<file path="config.mk">
export PLATFORM = sky130hd
export DESIGN_NAME = phy_led_drv
export DESIGN_NICKNAME = d
export VERILOG_FILES = /design/src/rtl/phy_led_pkg.sv /design/src/rtl/phy_led_strap.sv /design/src/rtl/phy_led_stretch.sv /design/src/rtl/phy_led_pol.sv /design/src/rtl/phy_led_drv.sv
export SDC_FILE = /design/constraint.sdc
export NUM_CORES = 1
export LEC_CHECK = 0
export ABC_AREA = 1
export BUFFER_PORTS_ARGS = -buffer_cell sky130_fd_sc_hd__buf_2
export CAP_MARGIN = 10
export CORE_MARGIN = 3
export CORE_UTILIZATION = 35
export DETAILED_ROUTE_END_ITERATION = 16
export PLACE_DENSITY = 0.56
export SLEW_MARGIN = 10
export SYNTH_ARGS = -nofsm -noshare
export SYNTH_HDL_FRONTEND = slang
export SYNTH_HIERARCHICAL = 1
export SYNTH_SLANG_ARGS = --single-unit
</file>
<file path="constraint.sdc">
create_clock -name clk -period 1.38 [get_ports clk]
set_input_delay 0.069 -clock clk [delete_from_list [all_inputs] [get_ports clk]]
set_output_delay 0.069 -clock clk [all_outputs]
set_load 0.02 [all_outputs]
</file>
<file path="src/rtl/phy_led_pkg.sv">
package phy_led_pkg;
   localparam int NUM_LEDS = 4;
   typedef enum int {
      IDX_ACT  = 0,
      IDX_LINK = 1,
      IDX_SPD  = 2,
      IDX_FDX  = 3
   } led_idx_e;
endpackage

</file>
<file path="src/rtl/phy_led_strap.sv">
module phy_led_strap #(
   parameter int N = 4
) (
   input  logic         clk,
   input  logic         rst_n,
   input  logic [N-1:0] strap_i,
   output logic [N-1:0] pol_o,
   output logic         run_o
);
   logic [N-1:0] strap_q;
   logic         run_q;

   always_ff @(posedge clk or negedge rst_n) begin
      if (!rst_n) begin
         strap_q <= '0;
         run_q   <= 1'b0;
      end else if (!run_q) begin
         strap_q <= strap_i;
         run_q   <= 1'b1;
      end
   end

   assign pol_o = run_q ? strap_q : strap_i;
   assign run_o = run_q;
endmodule

</file>
<file path="src/rtl/phy_led_stretch.sv">
module phy_led_stretch #(
   parameter int HOLD = 16
) (
   input  logic clk,
   input  logic rst_n,
   input  logic crs_i,
   output logic act_o
);
   localparam int CW = $clog2(HOLD + 1);
   localparam logic [CW-1:0] LOAD = CW'(HOLD);

   logic [CW-1:0] cnt_q;

   always_ff @(posedge clk or negedge rst_n) begin
      if (!rst_n)
         cnt_q <= '0;
      else if (crs_i)
         cnt_q <= LOAD;
      else if (cnt_q != '0)
         cnt_q <= cnt_q - 1'b1;
   end

   assign act_o = crs_i || (cnt_q != '0);
endmodule

</file>
<file path="src/rtl/phy_led_pol.sv">
module phy_led_pol #(
   parameter int N = 4
) (
   input  logic [N-1:0] on_i,
   input  logic [N-1:0] pol_i,
   output logic [N-1:0] led_o
);
   for (genvar g = 0; g < N; g++) begin : g_led
      assign led_o[g] = pol_i[g] ? ~on_i[g] : on_i[g];
   end
endmodule

</file>
<file path="src/rtl/phy_led_drv.sv">
module phy_led_drv
   import phy_led_pkg::*;
#(
   parameter int CLK_KHZ = 25000,
   parameter int HOLD_MS = 128
) (
   input  logic                clk,
   input  logic                rst_n,
   input  logic [NUM_LEDS-1:0] strap_i,
   input  logic                crs_i,
   input  logic                link10_i,
   input  logic                link100_i,
   input  logic                spd100_i,
   input  logic                aneg_busy_i,
   input  logic                isolate_i,
   input  logic                fdx_i,
   output logic [NUM_LEDS-1:0] led_o
);
   localparam int HOLD_CYC = CLK_KHZ * HOLD_MS;

   if (CLK_KHZ < 1) begin : g_bad_clk
      $error("CLK_KHZ must be at least 1");
   end
   if (HOLD_MS < 1) begin : g_bad_hold
      $error("HOLD_MS must be at least 1");
   end

   logic [NUM_LEDS-1:0] pol;
   logic [NUM_LEDS-1:0] on_raw;
   logic [NUM_LEDS-1:0] on_vec;
   logic                run;
   logic                act;

   phy_led_strap #(.N(NUM_LEDS)) u_strap (
      .clk     (clk),
      .rst_n   (rst_n),
      .strap_i (strap_i),
      .pol_o   (pol),
      .run_o   (run)
   );

   phy_led_stretch #(.HOLD(HOLD_CYC)) u_str (
      .clk   (clk),
      .rst_n (rst_n),
      .crs_i (crs_i),
      .act_o (act)
   );

   always_comb begin
      on_raw           = '0;
      on_raw[IDX_ACT]  = act;
      on_raw[IDX_LINK] = spd100_i ? link100_i : link10_i;
      on_raw[IDX_SPD]  = !isolate_i && (spd100_i || aneg_busy_i);
      on_raw[IDX_FDX]  = fdx_i;
      on_vec           = on_raw & {NUM_LEDS{run}};
   end

   phy_led_pol #(.N(NUM_LEDS)) u_pol (
      .on_i  (on_vec),
      .pol_i (pol),
      .led_o (led_o)
   );
endmodule

</file>
# Word-level counts from Yosys, hierarchy flattened
# Cells that the tools add are included.
dict set report classes {
  n_addsub 1
  muxes 8
  bitwise 5
  reduce_logical 6
}
# cell count
set op_table {}
lappend op_table {{$mux 22} 2}
lappend op_table {{$reduce_bool 22->1} 1}
lappend op_table {{$sub 22x1->22 const B} 1}
lappend op_table {{$mux 1} 5}
lappend op_table {{$and 4x4->4} 1}
lappend op_table {{$mux 4} 1}
lappend op_table {{$not 1->1} 4}
lappend op_table {{$logic_or 1x1->1} 2}
lappend op_table {{$reduce_bool 2->1} 1}
lappend op_table {{$logic_and 1x1->1} 1}
lappend op_table {{$logic_not 1->1} 1}
dict set report totals {
  regBits 27
  output_inout_bits 4
  elab_cells 23
}

# Longest topological paths before layout
dict set report depth {
  ltp_word 5
  ltp_mapped 10
  ltp_nobuf 10
}

# Modules after synthesis
# Netlist, hierarchy kept.
# module n_inst cells_each area_each_um2
set by_module_without_submodules {}
lappend by_module_without_submodules {phy_led_stretch 1 199 1590.3}
lappend by_module_without_submodules {phy_led_strap 1 19 177.7}
lappend by_module_without_submodules {phy_led_pol 1 20 75.1}
lappend by_module_without_submodules {phy_led_drv 1 13 48.8}

# Least setup slack after synthesis
# No wires, ideal clock.
dict set report synth_timing {
  path_kind {register -> output}
  startpoint {register u_str.cnt_q[0]}
  endpoint {output led_o[0]}
  arrival_ns 1.473
  path_slack_ns -0.162
  path_stages_with_launch 11
  path_buffers 0
  path_cell_list {dfrtp_1 inv_2 ha_1 nand2_4 nor2_8 nand4_1 nand2_1 inv_1 inv_1 nand2_1 nand2_1}
}
dict set report synth_between {
  elab_chain_len 5
}
# item line_no
set synth_lines {}
lappend synth_lines {{start: declaration} phy_led_stretch.sv:12} ;# logic [CW-1:0] cnt_q;
lappend synth_lines {{start signal: assignment} phy_led_stretch.sv:20} ;# cnt_q <= cnt_q - 1'b1;
lappend synth_lines {{$reduce_bool 22->1 *} phy_led_stretch.sv:23} ;# assign act_o = crs_i || (cnt_q != '0);
lappend synth_lines {{$logic_or 1x1->1 *} phy_led_stretch.sv:23}
lappend synth_lines {{named net act} phy_led_drv.sv:32} ;# logic act;
lappend synth_lines {{$and 4x4->4 *} phy_led_drv.sv:55} ;# on_vec = on_raw & {NUM_LEDS{run}};
lappend synth_lines {{named net on_vec[0]} phy_led_drv.sv:30} ;# logic [NUM_LEDS-1:0] on_vec;
lappend synth_lines {{$not 1->1} phy_led_pol.sv:9} ;# assign led_o[g] = pol_i[g] ? ~on_i[g] : on_i[g];
lappend synth_lines {{$mux 1 *} phy_led_pol.sv:9}
lappend synth_lines {{end: declaration} phy_led_drv.sv:17} ;# output logic [NUM_LEDS-1:0] led_o
# Mark *: on every way through the listed nets, which the timed path passes. The rest lies on a longest branch.

# Worst setup path in the final report
dict set report layout_timing {
  startpoint {register u_str.cnt_q[15]}
  endpoint {register u_str.cnt_q[11]}
}
dict set report layout_between {
  elab_chain_len 2
}
# item line_no
set layout_lines {}
lappend layout_lines {{$reduce_bool 22->1} phy_led_stretch.sv:19} ;# else if (cnt_q != '0)
lappend layout_lines {{$reduce_bool 2->1 (no source line)} n/a}
# No other way between the ends.
# A chain may end at the register's enable or synchronous reset.

==> impl_metrics.prom <==
# TYPE chip_impl_metric gauge
chip_impl_info{name="status",value="finished with violations"} 1
chip_impl_info{name="violations",value="setup timing"} 1
chip_impl_metric{name="required",unit="ps"} 1570
chip_impl_metric{name="timing.critical_path.arrival",unit="ps"} 1860
chip_impl_metric{name="ir_worst_vdd",unit="V"} 0.000588
chip_impl_metric{name="synth_cell_types",unit=""} 28
chip_impl_metric{name="finalNonFillerCells",unit=""} 410
chip_impl_metric{name="synth.ff_latch_count",unit=""} 27
chip_impl_metric{name="pre_cts_ws",unit="ps"} -138
chip_impl_metric{name="insertedDiodeCount",unit=""} 0
chip_impl_metric{name="dpl.hpwl",unit="um"} 3720
chip_impl_metric{name="initial_antenna_violation_count",unit=""} 0
chip_impl_info{name="launching_instance_or_port_of_the_critical_path",value="u_str/cnt_q[15]"} 1
chip_impl_metric{name="power-per-cell-area",unit="nW/um^2"} 936
chip_impl_metric{name="worstHoldPathCells",unit=""} 3
chip_impl_metric{name="mappedNetlistNets",unit=""} 265
chip_impl_info{name="critPathKind",value="reg2reg"} 1
chip_impl_metric{name="timing.final.setup_violations",unit=""} 24
chip_impl_metric{name="grt_first_pass_wirelength",unit="um"} 8870
chip_impl_metric{name="drv.max_cap_violation_count",unit=""} 0
chip_impl_metric{name="start_util",unit="%"} 36.6
chip_impl_metric{name="avgSynthCellArea",unit="sq um"} 7.54
chip_impl_metric{name="fin_hold_viols",unit=""} 0
chip_impl_metric{name="clock_path_buffers",unit=""} 2
chip_impl_metric{name="met3_usage",unit="%"} 4.06
chip_impl_metric{name="static-leakage-power",unit="nW"} 1.47
chip_impl_info{name="launching_point_of_the_worst_reg2reg_path",value="u_str/cnt_q[15]"} 1
chip_impl_metric{name="clock_latency",unit="ps"} 290
chip_impl_metric{name="yosysWarningCount",unit=""} 6
chip_impl_metric{name="reg2reg_depth",unit=""} 9
chip_impl_metric{name="routed-via-count",unit=""} 1870
chip_impl_metric{name="async_flop_share",unit="%"} 100
chip_impl_metric{name="worstPathMaxFanout",unit=""} 7
chip_impl_metric{name="postLayoutCellArea",unit="sq um"} 2910
chip_impl_metric{name="clock_slew_seen_by_the_registers_of_the_worst_setup_and_hold_paths",unit="ps"} 110
chip_impl_metric{name="worst-r2r-setup-slack",unit="ps"} -290
chip_impl_metric{name="boundary_pins",unit=""} 17
chip_impl_metric{name="final_ant_viol_nets",unit=""} 0
chip_impl_info{name="clock_tree_from_tritoncts",value="done"} 1
chip_impl_metric{name="fmax",unit="GHz"} 0.598
chip_impl_metric{name="detail_routed_via_count_per_cell",unit=""} 4.56
chip_impl_metric{name="post_synthesis_sequential_area_ratio",unit="%"} 35.7
chip_impl_metric{name="cts_max_level",unit=""} 1
chip_impl_metric{name="global_route.usage.total",unit="%"} 18.1
chip_impl_metric{name="grt_start_max_net_pins",unit=""} 28
chip_impl_metric{name="wl_per_cell",unit="um"} 13.0
chip_impl_metric{name="gpl.final_weighted_congestion",unit=""} 0.882
chip_impl_metric{name="synth_cells",unit=""} 251
chip_impl_info{name="cts-root-buf",value="sky130_fd_sc_hd__clkbuf_8"} 1
chip_impl_metric{name="placed_cells_incl_taps",unit=""} 380
chip_impl_info{name="worst_setup_path_start_kind",value="flop"} 1
chip_impl_metric{name="synthesized_cell_area",unit="sq um"} 1890
chip_impl_metric{name="die_w",unit="um"} 79.5
chip_impl_metric{name="fin_crit",unit="ps"} 1670
chip_impl_metric{name="fin_tns_setup",unit="ps"} -5010
chip_impl_metric{name="grt.met1_usage",unit="%"} 23.4
chip_impl_info{name="top_usage_layer",value="met2"} 1
chip_impl_info{name="grt_setup_unrepaired",value="yes"} 1
chip_impl_metric{name="grt_pass1_vias",unit=""} 1838
chip_impl_metric{name="die-height",unit="um"} 79.5
chip_impl_metric{name="io_buffer_count",unit=""} 16
chip_impl_info{name="r2r_end",value="u_str/cnt_q[11]"} 1
chip_impl_metric{name="grt_use_met2",unit="%"} 30.3
chip_impl_metric{name="cts_sinks",unit=""} 27
chip_impl_metric{name="core-area",unit="sq um"} 5170
chip_impl_metric{name="cts-buffers-inserted",unit=""} 3
chip_impl_metric{name="least_margin_pin_slew",unit="ps"} 632
chip_impl_metric{name="fin_worst_skew",unit="ps"} 4.75
chip_impl_info{name="postSynth.topFlopCell",value="sky130_fd_sc_hd__dfrtp_1"} 1
chip_impl_metric{name="worst_hold_slack",unit="ps"} 16.0
chip_impl_metric{name="fillers",unit=""} 472
chip_impl_metric{name="detail_route.drc_violations",unit=""} 0
chip_impl_metric{name="fp.dieArea",unit="sq um"} 6320
chip_impl_metric{name="drt_pre_antenna_iters",unit=""} 4
chip_impl_metric{name="routed_wirelength",unit="um"} 5350
chip_impl_metric{name="final_layout_size_suffix_gt1_share",unit="%"} 52.4
chip_impl_info{name="hold_path_class",value="in2reg"} 1
chip_impl_metric{name="final_net_count",unit=""} 355
chip_impl_metric{name="max-slew-margin-rel",unit="%"} 57.9
chip_impl_metric{name="place_area",unit="sq um"} 2400
chip_impl_metric{name="synth_edf_count",unit=""} 0
chip_impl_metric{name="setup_ws",unit="ps"} -292
chip_impl_metric{name="drt_iter0_drc",unit=""} 44
chip_impl_metric{name="std_cell_rows",unit=""} 26
chip_impl_metric{name="count_of_pins_over_their_slew_limit",unit=""} 0
chip_impl_metric{name="syn_to_final_growth",unit="%"} 54.0
chip_impl_info{name="crit_end",value="u_str/cnt_q[11]"} 1
chip_impl_metric{name="fin_crit_sh",unit="%"} 121
chip_impl_metric{name="grt.overflow.total",unit=""} 0
chip_impl_info{name="cp-end-kind",value="flop"} 1
[kinds of logic after synthesis]
logic type / Yosys count / share of synthesized area, %
buffers and inverters: 39 / 8.40
AO/OA/AOI/OAI: 10 / 2.78
other: 1 / 0.198
AND/OR/NAND/NOR: 172 / 51.8
adder cells (fa/ha/maj): 1 / 0.661
flip-flops: 27 / 35.7
XOR/XNOR: 1 / 0.463
[flip-flops by register name, indices dropped and copies added, names as in the netlist]
signal,count
u_strap/run_o,1
u_strap/strap_q,4
u_str/cnt_q,22
[stage by stage]
stage | util (%) | power, mW
6_report | 56.3 | 2.73
5_1_grt | 56.3 | 2.89
4_1_cts | 53.3 | 2.64
3_5_place_dp | 46.5 | 1.87
3_3_place_gp | 46.5 | 1.86
2_1_floorplan | - | 1.50
[how the worst min path moves through the flow]
stage,start,endpoint,slack (ps)
CTS,strap_i[1],u_strap/strap_q[1],10
global placement,rst_n,u_str/cnt_q[5],150
finish,strap_i[2],u_strap/strap_q[2],20
floorplan,rst_n,u_str/cnt_q[0],-230
detailed placement,rst_n,u_str/cnt_q[12],140
global route,strap_i[1],u_strap/strap_q[1],20
[synth_stat cells, types with 2 or more instances]
cell type	instances	area, sq um
sky130_fd_sc_hd__nand2_1	65	244
sky130_fd_sc_hd__inv_1	32	120
sky130_fd_sc_hd__nor2_1	30	113
sky130_fd_sc_hd__dfrtp_1	27	676
sky130_fd_sc_hd__nand3_1	20	100
sky130_fd_sc_hd__nand4_1	12	75.1
sky130_fd_sc_hd__nor2_4	11	124
sky130_fd_sc_hd__nor2_2	6	37.5
sky130_fd_sc_hd__a21oi_1	5	25.0
sky130_fd_sc_hd__nand2_2	5	31.3
sky130_fd_sc_hd__inv_2	4	15.0
sky130_fd_sc_hd__nand2_4	4	45.0
sky130_fd_sc_hd__nand3_2	4	40.0
sky130_fd_sc_hd__o21ai_1	4	20.0
sky130_fd_sc_hd__nor2_8	3	60.1
sky130_fd_sc_hd__or2_2	3	18.8
sky130_fd_sc_hd__clkinv_2	2	10.0
sky130_fd_sc_hd__nand3b_1	2	15.0
sky130_fd_sc_hd__nor3_2	2	20.0
sky130_fd_sc_hd__or2_1	2	12.5
[report_power, final]
group	total, mW	switching [mW]	internal (mW)	leakage, nW
sequential	0.918	0.0625	0.856	0.325
clock	0.507	0.294	0.213	0.0261
combinational	1.30	0.699	0.602	1.12
total	2.73	1.06	1.67	1.47
[layer usage]
metal	wire length, um	vias up
li1	-	969
met1	2510	877
met4	46	0
met2	2660	18
met3	127	6
met5	0	-
[layout by cell type, fill, tap and decap left out, types with 3 or more instances in the layout]
cell type,Yosys,layout
sky130_fd_sc_hd__nor2_1,30,19
sky130_fd_sc_hd__nand2_2,5,14
sky130_fd_sc_hd__buf_4,0,60
sky130_fd_sc_hd__buf_2,0,12
sky130_fd_sc_hd__inv_1,32,26
sky130_fd_sc_hd__nand3_2,4,5
sky130_fd_sc_hd__nand3_4,1,3
sky130_fd_sc_hd__inv_2,4,8
sky130_fd_sc_hd__a21oi_1,5,3
sky130_fd_sc_hd__nand2_1,65,51
sky130_fd_sc_hd__nor2_8,3,3
sky130_fd_sc_hd__or2_2,3,3
sky130_fd_sc_hd__clkbuf_8,1,3
sky130_fd_sc_hd__buf_6,0,12
sky130_fd_sc_hd__nand2_4,4,8
sky130_fd_sc_hd__nor2_2,6,10
sky130_fd_sc_hd__nor2_4,11,18
sky130_fd_sc_hd__dfrtp_1,27,24
sky130_fd_sc_hd__dfrtp_2,0,3
sky130_fd_sc_hd__nand3_1,20,17
sky130_fd_sc_hd__nand4_1,12,12
[worst max-delay path: stages, from the launching register on]
cell and delay, ps:
sky130_fd_sc_hd__dfrtp_1 410, sky130_fd_sc_hd__nor2_2 180, sky130_fd_sc_hd__nand2_2 130, sky130_fd_sc_hd__buf_4 160
sky130_fd_sc_hd__buf_6 100, sky130_fd_sc_hd__buf_4 130, sky130_fd_sc_hd__nor2_4 130, sky130_fd_sc_hd__nand4_4 170
sky130_fd_sc_hd__clkinv_4 120, sky130_fd_sc_hd__nor2_1 50
[cell type report]
cell class	count	area, sq um	share of cell area (%)
timing repair buffer	86	676	23.2
clock inverter	1	8.76	0.301
inverter	38	156	5.37
clock buffer	3	41.3	1.42
multi-input combinational	185	1260	43.4
tap	70	87.6	3.01
sequential	27	679	23.3
[timing repair]
| item | CTS | global route |
|---|---|---|
| gates resized for setup | 47 | 33 |
| setup buffers | 18 | 8 |
| pin swaps | 32 | 23 |
| endpoints found under the hold margin | 27 | 0 |
| hold buffers | 1 | 0 |
| setup endpoints to repair | 24 | 25 |
(Power assumes the default switching activity.)
